### config.mk
export PLATFORM = sky130hd
export DESIGN_NAME = phy_regacc_master
export DESIGN_NICKNAME = d
export VERILOG_FILES = /design/src/rtl/phy_regacc_pkg.sv /design/src/rtl/phy_regacc_poll.sv /design/src/rtl/phy_regacc_pack.sv /design/src/rtl/phy_regacc_fsm.sv /design/src/rtl/phy_regacc_master.sv
export SDC_FILE = /design/constraint.sdc
export NUM_CORES = 1
export LEC_CHECK = 0
export CORE_AREA = 3 3 103 105
export DETAILED_ROUTE_END_ITERATION = 16
export DIE_AREA = 0 0 106 108
export GPL_TIMING_DRIVEN = 0
export PLACE_DENSITY = 0.52
export SETUP_SLACK_MARGIN = 0.15
export SYNTH_ARGS = -nofsm -noshare
export SYNTH_HDL_FRONTEND = slang
export SYNTH_HIERARCHICAL = 1
export SYNTH_SLANG_ARGS = --single-unit
### constraint.sdc
create_clock -name clk -period 2.7 [get_ports clk]
set_input_delay 0.54 -clock clk [delete_from_list [all_inputs] [get_ports clk]]
set_output_delay 0.54 -clock clk [all_outputs]
set_load 0.02 [all_outputs]
### src/rtl/phy_regacc_pkg.sv
package phy_regacc_pkg;

    localparam int FIELD_W    = 16;
    localparam int CTRL_W     = 20;
    localparam int STAT_W     = 17;
    localparam int CAP_ADR_POS = 16;
    localparam int CAP_DAT_POS = 17;
    localparam int WR_POS      = 18;
    localparam int RD_POS      = 19;
    localparam int ACK_POS     = 16;

    typedef enum logic [3:0] {
        ST_IDLE,
        ST_ADR_SET,
        ST_ADR_CLR,
        ST_DAT_SET,
        ST_DAT_CLR,
        ST_WR_SET,
        ST_WR_CLR,
        ST_RD_SET,
        ST_RD_CLR,
        ST_DONE,
        ST_FAIL
    } seq_state_t;

    typedef struct packed {
        logic               rd;
        logic               wr;
        logic               cap_dat;
        logic               cap_adr;
        logic [FIELD_W-1:0] field;
    } ctrl_fields_t;

endpackage

### src/rtl/phy_regacc_poll.sv
module phy_regacc_poll #(
    parameter int TRIES = 10,
    parameter int GAP   = 8
) (
    input  logic clk,
    input  logic rst_n,
    input  logic clear,
    input  logic expect_hi,
    input  logic ack,
    output logic hit,
    output logic timeout
);
    localparam int GW = (GAP > 1) ? $clog2(GAP) : 1;
    localparam int TW = (TRIES > 1) ? $clog2(TRIES) : 1;
    localparam logic [GW-1:0] GAP_RELOAD = GW'(GAP - 1);
    localparam logic [TW-1:0] LAST_TRY   = TW'(TRIES - 1);

    logic [GW-1:0] gap_q;
    logic [TW-1:0] tries_q;
    logic          sample;
    logic          match;

    assign sample  = (gap_q == '0);
    assign match   = (ack == expect_hi);
    assign hit     = sample && match;
    assign timeout = sample && !match && (tries_q == LAST_TRY);

    always_ff @(posedge clk) begin
        if (!rst_n || clear) begin
            gap_q   <= '0;
            tries_q <= '0;
        end else if (sample) begin
            gap_q   <= GAP_RELOAD;
            tries_q <= tries_q + 1'b1;
        end else begin
            gap_q   <= gap_q - 1'b1;
        end
    end
endmodule

### src/rtl/phy_regacc_pack.sv
module phy_regacc_pack
    import phy_regacc_pkg::*;
(
    input  ctrl_fields_t      fields,
    output logic [CTRL_W-1:0] ctrl_word
);
    always_comb begin
        ctrl_word                 = '0;
        ctrl_word[FIELD_W-1:0]    = fields.field;
        ctrl_word[CAP_ADR_POS]    = fields.cap_adr;
        ctrl_word[CAP_DAT_POS]    = fields.cap_dat;
        ctrl_word[WR_POS]         = fields.wr;
        ctrl_word[RD_POS]         = fields.rd;
    end
endmodule

### src/rtl/phy_regacc_fsm.sv
module phy_regacc_fsm
    import phy_regacc_pkg::*;
(
    input  logic               clk,
    input  logic               rst_n,
    input  logic               req_valid,
    input  logic               req_write,
    input  logic [FIELD_W-1:0] req_addr,
    input  logic [FIELD_W-1:0] req_wdata,
    input  logic [FIELD_W-1:0] rd_word,
    input  logic               hit,
    input  logic               timeout,
    output logic               req_ready,
    output logic               rsp_done,
    output logic               rsp_error,
    output logic [FIELD_W-1:0] rsp_rdata,
    output ctrl_fields_t       fields,
    output logic               poll_clear,
    output logic               poll_expect_hi
);
    seq_state_t         state_q, state_d;
    logic [FIELD_W-1:0] addr_q, wdata_q, rdata_q;
    logic               is_wr_q;
    logic               in_wait;
    logic               accept;

    assign accept    = (state_q == ST_IDLE) && req_valid;
    assign rsp_rdata = rdata_q;

    // state register
    always_ff @(posedge clk) begin
        if (!rst_n) state_q <= ST_IDLE;
        else        state_q <= state_d;
    end

    // request and response holding registers
    always_ff @(posedge clk) begin
        if (!rst_n) begin
            addr_q  <= '0;
            wdata_q <= '0;
            is_wr_q <= 1'b0;
            rdata_q <= '0;
        end else begin
            if (accept) begin
                addr_q  <= req_addr;
                wdata_q <= req_wdata;
                is_wr_q <= req_write;
            end
            if (state_q == ST_RD_SET && hit) rdata_q <= rd_word;
        end
    end

    // next state
    always_comb begin
        state_d = state_q;
        unique case (state_q)
            ST_IDLE:    if (req_valid) state_d = ST_ADR_SET;
            ST_ADR_SET: if (hit) state_d = ST_ADR_CLR;
                        else if (timeout) state_d = ST_FAIL;
            ST_ADR_CLR: if (hit) state_d = is_wr_q ? ST_DAT_SET : ST_RD_SET;
                        else if (timeout) state_d = ST_FAIL;
            ST_DAT_SET: if (hit) state_d = ST_DAT_CLR;
                        else if (timeout) state_d = ST_FAIL;
            ST_DAT_CLR: if (hit) state_d = ST_WR_SET;
                        else if (timeout) state_d = ST_FAIL;
            ST_WR_SET:  if (hit) state_d = ST_WR_CLR;
                        else if (timeout) state_d = ST_FAIL;
            ST_WR_CLR:  if (hit) state_d = ST_DONE;
                        else if (timeout) state_d = ST_FAIL;
            ST_RD_SET:  if (hit) state_d = ST_RD_CLR;
                        else if (timeout) state_d = ST_FAIL;
            ST_RD_CLR:  if (hit) state_d = ST_DONE;
                        else if (timeout) state_d = ST_FAIL;
            ST_DONE:    state_d = ST_IDLE;
            ST_FAIL:    state_d = ST_IDLE;
            default:    state_d = ST_IDLE;
        endcase
    end

    // outputs
    always_comb begin
        fields         = '0;
        req_ready      = 1'b0;
        rsp_done       = 1'b0;
        rsp_error      = 1'b0;
        in_wait        = 1'b1;
        poll_expect_hi = 1'b0;
        unique case (state_q)
            ST_IDLE: begin
                req_ready = 1'b1;
                in_wait   = 1'b0;
            end
            ST_ADR_SET: begin
                fields.field   = addr_q;
                fields.cap_adr = 1'b1;
                poll_expect_hi = 1'b1;
            end
            ST_ADR_CLR: fields.field = addr_q;
            ST_DAT_SET: begin
                fields.field   = wdata_q;
                fields.cap_dat = 1'b1;
                poll_expect_hi = 1'b1;
            end
            ST_DAT_CLR: fields.field = wdata_q;
            ST_WR_SET: begin
                fields.wr      = 1'b1;
                poll_expect_hi = 1'b1;
            end
            ST_WR_CLR: fields.field = wdata_q;
            ST_RD_SET: begin
                fields.rd      = 1'b1;
                poll_expect_hi = 1'b1;
            end
            ST_RD_CLR: ;
            ST_DONE: begin
                rsp_done = 1'b1;
                in_wait  = 1'b0;
            end
            ST_FAIL: begin
                rsp_done  = 1'b1;
                rsp_error = 1'b1;
                in_wait   = 1'b0;
            end
            default: in_wait = 1'b0;
        endcase
        poll_clear = !in_wait || hit || timeout;
    end
endmodule

### src/rtl/phy_regacc_master.sv
module phy_regacc_master
    import phy_regacc_pkg::*;
#(
    parameter int POLL_TRIES = 10,
    parameter int POLL_GAP   = 8
) (
    input  logic               clk,
    input  logic               rst_n,
    input  logic               req_valid,
    output logic               req_ready,
    input  logic               req_write,
    input  logic [FIELD_W-1:0] req_addr,
    input  logic [FIELD_W-1:0] req_wdata,
    output logic               rsp_done,
    output logic               rsp_error,
    output logic [FIELD_W-1:0] rsp_rdata,
    output logic [CTRL_W-1:0]  phy_ctrl,
    input  logic [STAT_W-1:0]  phy_stat
);
    ctrl_fields_t fields;
    logic         hit, timeout, poll_clear, poll_expect_hi;

    phy_regacc_fsm u_fsm (
        .clk            (clk),
        .rst_n          (rst_n),
        .req_valid      (req_valid),
        .req_write      (req_write),
        .req_addr       (req_addr),
        .req_wdata      (req_wdata),
        .rd_word        (phy_stat[FIELD_W-1:0]),
        .hit            (hit),
        .timeout        (timeout),
        .req_ready      (req_ready),
        .rsp_done       (rsp_done),
        .rsp_error      (rsp_error),
        .rsp_rdata      (rsp_rdata),
        .fields         (fields),
        .poll_clear     (poll_clear),
        .poll_expect_hi (poll_expect_hi)
    );

    phy_regacc_poll #(
        .TRIES (POLL_TRIES),
        .GAP   (POLL_GAP)
    ) u_poll (
        .clk       (clk),
        .rst_n     (rst_n),
        .clear     (poll_clear),
        .expect_hi (poll_expect_hi),
        .ack       (phy_stat[ACK_POS]),
        .hit       (hit),
        .timeout   (timeout)
    );

    phy_regacc_pack u_pack (
        .fields    (fields),
        .ctrl_word (phy_ctrl)
    );
endmodule

Word level (Yosys, flattened, before mapping) --
Index checks and enable logic that the tools add are counted.
Word-level totals: bits in registers 60, input bits 53, logic and storage cells 63
Cells by class: add/sub/neg operators 2, eq/ne operators 13, multiplexer cells 22, reduce and logical (&&, ||, !) cells 19
Operators by type and width (count):
- 2-to-1 mux 4 bit | 9
- one-hot mux 16 bit (2 select lines) | 1
- one-hot mux 4 bit (8 select lines) | 1
- == test 4 x 3 -> 1 bit (second input constant) | 4
- == test 4 bit (second input constant) | 4
- 2-to-1 mux 1 bit | 9
- == test 4 x 2 -> 1 bit (second input constant) | 2
- OR reduction 8 bit | 1
- 2-to-1 mux 3 bit | 2
- OR reduction 2 bit | 3
- logical AND 1 bit | 5
- adder 4 x 1 -> 4 bit (second input constant) | 1
- == test 4 x 1 -> 1 bit (second input constant) | 1
- logical NOT 4 bit | 1
- OR reduction 4 bit | 1
- logical NOT 1 bit | 3
- logical NOT 3 bit | 1
- logical OR 1 bit | 3
- OR reduction 3 bit | 1
- subtractor 3 x 1 -> 3 bit (second input constant) | 1
- != test 2 bit (second input constant) | 1
- == test 1 bit | 1

Longest topological paths before layout --
word-level depth 10, gate-level depth with buffers 12, depth with buffers taken out 9

By module --
Netlist, hierarchy kept.
By module, submodules not included:
- phy_regacc_fsm | sequential area each 1061.0 um2, cells each 297, area an instance 2406.1 um2, times used 1
- phy_regacc_poll | sequential area each 140.1 um2, cells each 37, area an instance 350.3 um2, times used 1
- phy_regacc_pack | sequential area each 0.0 um2, cells each 20, area an instance 150.1 um2, times used 1

Worst setup path after synthesis --
No wires, ideal clock.
path type register -> register, start point register u_fsm.state_q[3], end point register u_fsm.rdata_q[10] (netlist: u_fsm/rsp_rdata[10]), path buffers 4, setup time 0.116 ns, clock period less this slack 2.117 ns, setup slack 0.583 ns, stages on the path, launching flop included 12, arrival 2.000 ns, cell sequence dfxtp_1 buf_2 nor2_1 xor2_1 nor2_1 clkbuf_1 nand2_1 or2_1 buf_2 buf_2 nand2_1 a21boi_1
On the way: cells in the longest elaborated chain, start to end 6, elaborated cells on any way between the ends 9
RTL lines:
- from (decl) | RTL line phy_regacc_fsm.sv:21 | seq_state_t state_q, state_d;
- from (signal assigned) | RTL line phy_regacc_fsm.sv:33 | else state_q <= state_d;
- == test 4 x 1 -> 1 bit, or another cell as far along | RTL line phy_regacc_fsm.sv:88 | unique case (state_q)
- OR reduction 4 bit (no line) *
- 2-to-1 mux 1 bit * | RTL line phy_regacc_fsm.sv:88
- via poll_expect_hi | RTL line phy_regacc_master.sv:21 | logic hit, timeout, poll_clear, poll_expect_hi;
- == test 1 bit * | RTL line phy_regacc_poll.sv:24 | assign match = (ack == expect_hi);
- logical AND 1 bit * | RTL line phy_regacc_poll.sv:25 | assign hit = sample && match;
- via hit | RTL line phy_regacc_master.sv:21
- logical AND 1 bit * | RTL line phy_regacc_fsm.sv:49 | if (state_q == ST_RD_SET && hit) rdata_q <= rd_word;
- to (signal assigned) | RTL line phy_regacc_fsm.sv:49
- to (decl) | RTL line phy_regacc_fsm.sv:22 | logic [FIELD_W-1:0] addr_q, wdata_q, rdata_q;
Mark *: on every way through the listed nets, which the timed path passes. The rest lies on a longest branch. A chain may end at the register's enable or synchronous reset.

==> results.toml <==
[power_and_ir_drop]
max-vdd-ir-drop_v = 0.000278
overall_power_of_the_completed_layout_w = 0.00279
power.static_leakage_nw = 1.71
power.density_cell_area_mw_per_mm2 = 655

[clocking]
tritoncts_num_sinks = 60
cts_tree = "built"
number_of_cts_inserted_buffers = 9
post_cts_hold_buffer_count = 0
clockBufferDepth = 2
clkSlewWorstSetupHoldPaths_ps = 70
cell_chosen_for_the_clock_root = "clkbuf_8"
htree_levels = 3
worst_skew_pair.late_latency_ps = 330

[detailed_routing]
drc_errors_left = 0
antenna_violating_nets_post_route = 0
detail_route.first_pass.iterations = 4
detail_route.wirelength.met1_um = 3890
detailed_route_wl_um = 8120
vias = 2670
drt-vias-per-instance = 4.45
met2WireLength_um = 3760
highest-signal-layer = "met4"
drt_first_iter_violations = 191
detailroute.wirelength.met3_um = 405
routedWlPerCell_um = 13.5

[finish]
mostFrequentLayoutCells = "nand2_1 (107), clkdlybuf4s50_1 (72), dfxtp_1 (57)"
layout-area-overhead-vs-synth_pct = 46.6
final_common_cell = "nand2_1"
drive_gt1_share_pct = 18.4
antenna_cells = 0
design.final.nets = 519
layout.filler_cells = 1020

[setup_path]
timing.reg2reg.setup_slack_ps = 490
worst_r2r_endpoint = "u_poll/gap_q[2]$_SDFF_PP0_"
crit_end = "phy_ctrl[18]"
reg2reg_from = "u_fsm/state_q[3]$_SDFFE_PN0P_"
cp-startpoint = "u_fsm/state_q[1]$_SDFFE_PN0P_"
critical_path_arrival_ps = 1910
r2r_cells = 9
worstSetupEndpointType = "output port"
critPathRequiredTime_ps = 2160
critPathKind = "reg2out"
critPathLaunchType = "flop"
crit_path_max_fanout = 10

[worst_hold_path]
hp-class = "reg2reg"
worst_hold_path.num_cells = 1

[outcome]
status = "finished clean"

[sta]
sum_neg_setup_slack_ps = 0
holdWs_ps = 428
timing_worst_slew_pin_value_ps = 527
finalSetupViolations = 0
timing.final.crit_share_pct = 90.9
finClkSkew_ps = 10.1
setup_ws_ps = 246
period_minus_slack_ps = 2450
maxSlewHeadroom_pct = 64.9
clock.fmax_mhz = 408
drv_slew = 0
rsz0062_at_grt = "yes"
hold_violations = 0

[grt]
grt_resource_usage_total_pct = 14.4
overflow = 0
antenna_violations_before_repair = 0
pin_count_of_the_biggest_net_entering_global_routing = 12
grt_pass1_wl_um = 13000
via_count_of_the_first_global_routing_pass = 2674

[placed_design]
hpwl_detailed_um = 5840
post-place-ws_ps = -187
gpl.final_weighted_congestion = 0.795
portBuffers = 91

[synthesis]
yosysWarnings = 6
synthesis.instances = 354
syn_area_per_cell_um2 = 8.21
asyncSetResetFlopFracSynth_pct = 0
yosysUniqueCellTypes = 41
synth_fp_nets = 411
ys_seq_elements = 60
yosys_most_used_dff = "dfxtp_1"
seq_area_frac_synth_pct = 41.3
number_of_flops_mapped_to_enable_cells_by_yosys = 0
mappedNetlistArea_mm2 = 0.00291

[die]
core_area_mm2 = 0.00973
std_cell_rows = 36
die_w_um = 106
fp.dieArea_mm2 = 0.0114
fp.dieH_um = 108
io_pins = 92
floorplan.initialDensity_pct = 29.9

[flow_run]
cap_viol_max_count = 0
stage by stage:
| step | utilization (%) | cells | cell area (µm²) |
|---|---|---|---|
| after detailed placement | 40.9 | 578 | 3980 |
| after floorplan | - | 354 | 2910 |
| after global routing | 43.8 | 600 | 4260 |
| final | 43.8 | 600 | 4260 |
| after global placement | 40.9 | 578 | 3980 |
| after CTS | 44.1 | 596 | 4290 |
registers in the layout (all words and copies together) (netlist names):
signal           count
u_fsm/is_wr_q        1
u_fsm/rsp_rdata     16
u_poll/gap_q         3
u_poll/tries_q       4
u_fsm/wdata_q       16
u_fsm/state_q        4
u_fsm/addr_q        16
cell type report:
class	count	area, µm²	share of cell area [%]
multi-input cells	244	1420	33.4
flip-flops and latches	60	1200	28.3
repair buffers	97	901	21.1
plain buffers	44	294	6.90
well taps	133	166	3.91
clock buffers	10	138	3.23
clock inverters	6	111	2.61
inverters	6	22.5	0.529
worst max-delay path, stage by stage, from the launching register on:
cell and delay (ps):
dfxtp_2 440, clkbuf_2 260, nor2_1 50, and3_1 180, buf_4 120, clkdlybuf4s50_1 530
worst min-delay path by stage:
stage,startpoint,end,slack [ps]
floorplan,u_poll/gap_q[0]$_SDFF_PP0_,u_poll/gap_q[0]$_SDFF_PP0_,410
global placement,u_poll/gap_q[0]$_SDFF_PP0_,u_poll/gap_q[0]$_SDFF_PP0_,420
detailed placement,u_poll/gap_q[0]$_SDFF_PP0_,u_poll/gap_q[0]$_SDFF_PP0_,420
CTS,u_poll/gap_q[0]$_SDFF_PP0_,u_poll/gap_q[0]$_SDFF_PP0_,430
global route,u_poll/gap_q[0]$_SDFF_PP0_,u_poll/gap_q[0]$_SDFF_PP0_,470
finish,u_poll/gap_q[0]$_SDFF_PP0_,u_poll/gap_q[0]$_SDFF_PP0_,430
what timing repair did:
action / CTS / global route
cloned: 0 / 1
endpoints found under the setup margin: 21 / 25
pin swaps: 2 / 3
buffers inserted: 2 / 3
resized for setup: 59 / 33
metal layers:
layer / track usage [%] / up-vias
li1: - / 1376
met1: 18.1 / 1213
met2: 24.0 / 74
met3: 3.58 / 7
met4: 5.00 / 0
met5: 0 / -
report_power, final:
part | switching [W] | internal [W]
clock network | 0.000367 | 0.000638
registers | 0.0000492 | 0.000963
logic | 0.000406 | 0.000366
synth_stat cells, types with 4 or more instances:
cell type,n,area share (%)
inv_1,6,0.77
a22o_1,16,4.8
buf_4,26,6.7
buf_2,6,1.0
clkbuf_1,11,1.4
a21oi_1,8,1.4
ha_1,4,1.7
dfxtp_1,60,41
nor2_1,10,1.3
and3_1,4,0.86
nor3_1,5,0.86
nand2_1,107,14
a21boi_1,40,10
a21boi_0,9,2.3
cells by family (layout without fill, tap and decap cells):
family	Yosys count	after routing	synth area share (%)
adder cells (fa/ha/maj)	5	5	2.11
buffers and inverters	50	163	10.3
flip-flops	60	60	41.3
AO/OA/AOI/OAI	83	83	21.3
XOR/XNOR	4	4	1.21
AND/OR/NAND/NOR	152	152	23.8
Power figures use the tool's default switching activity.
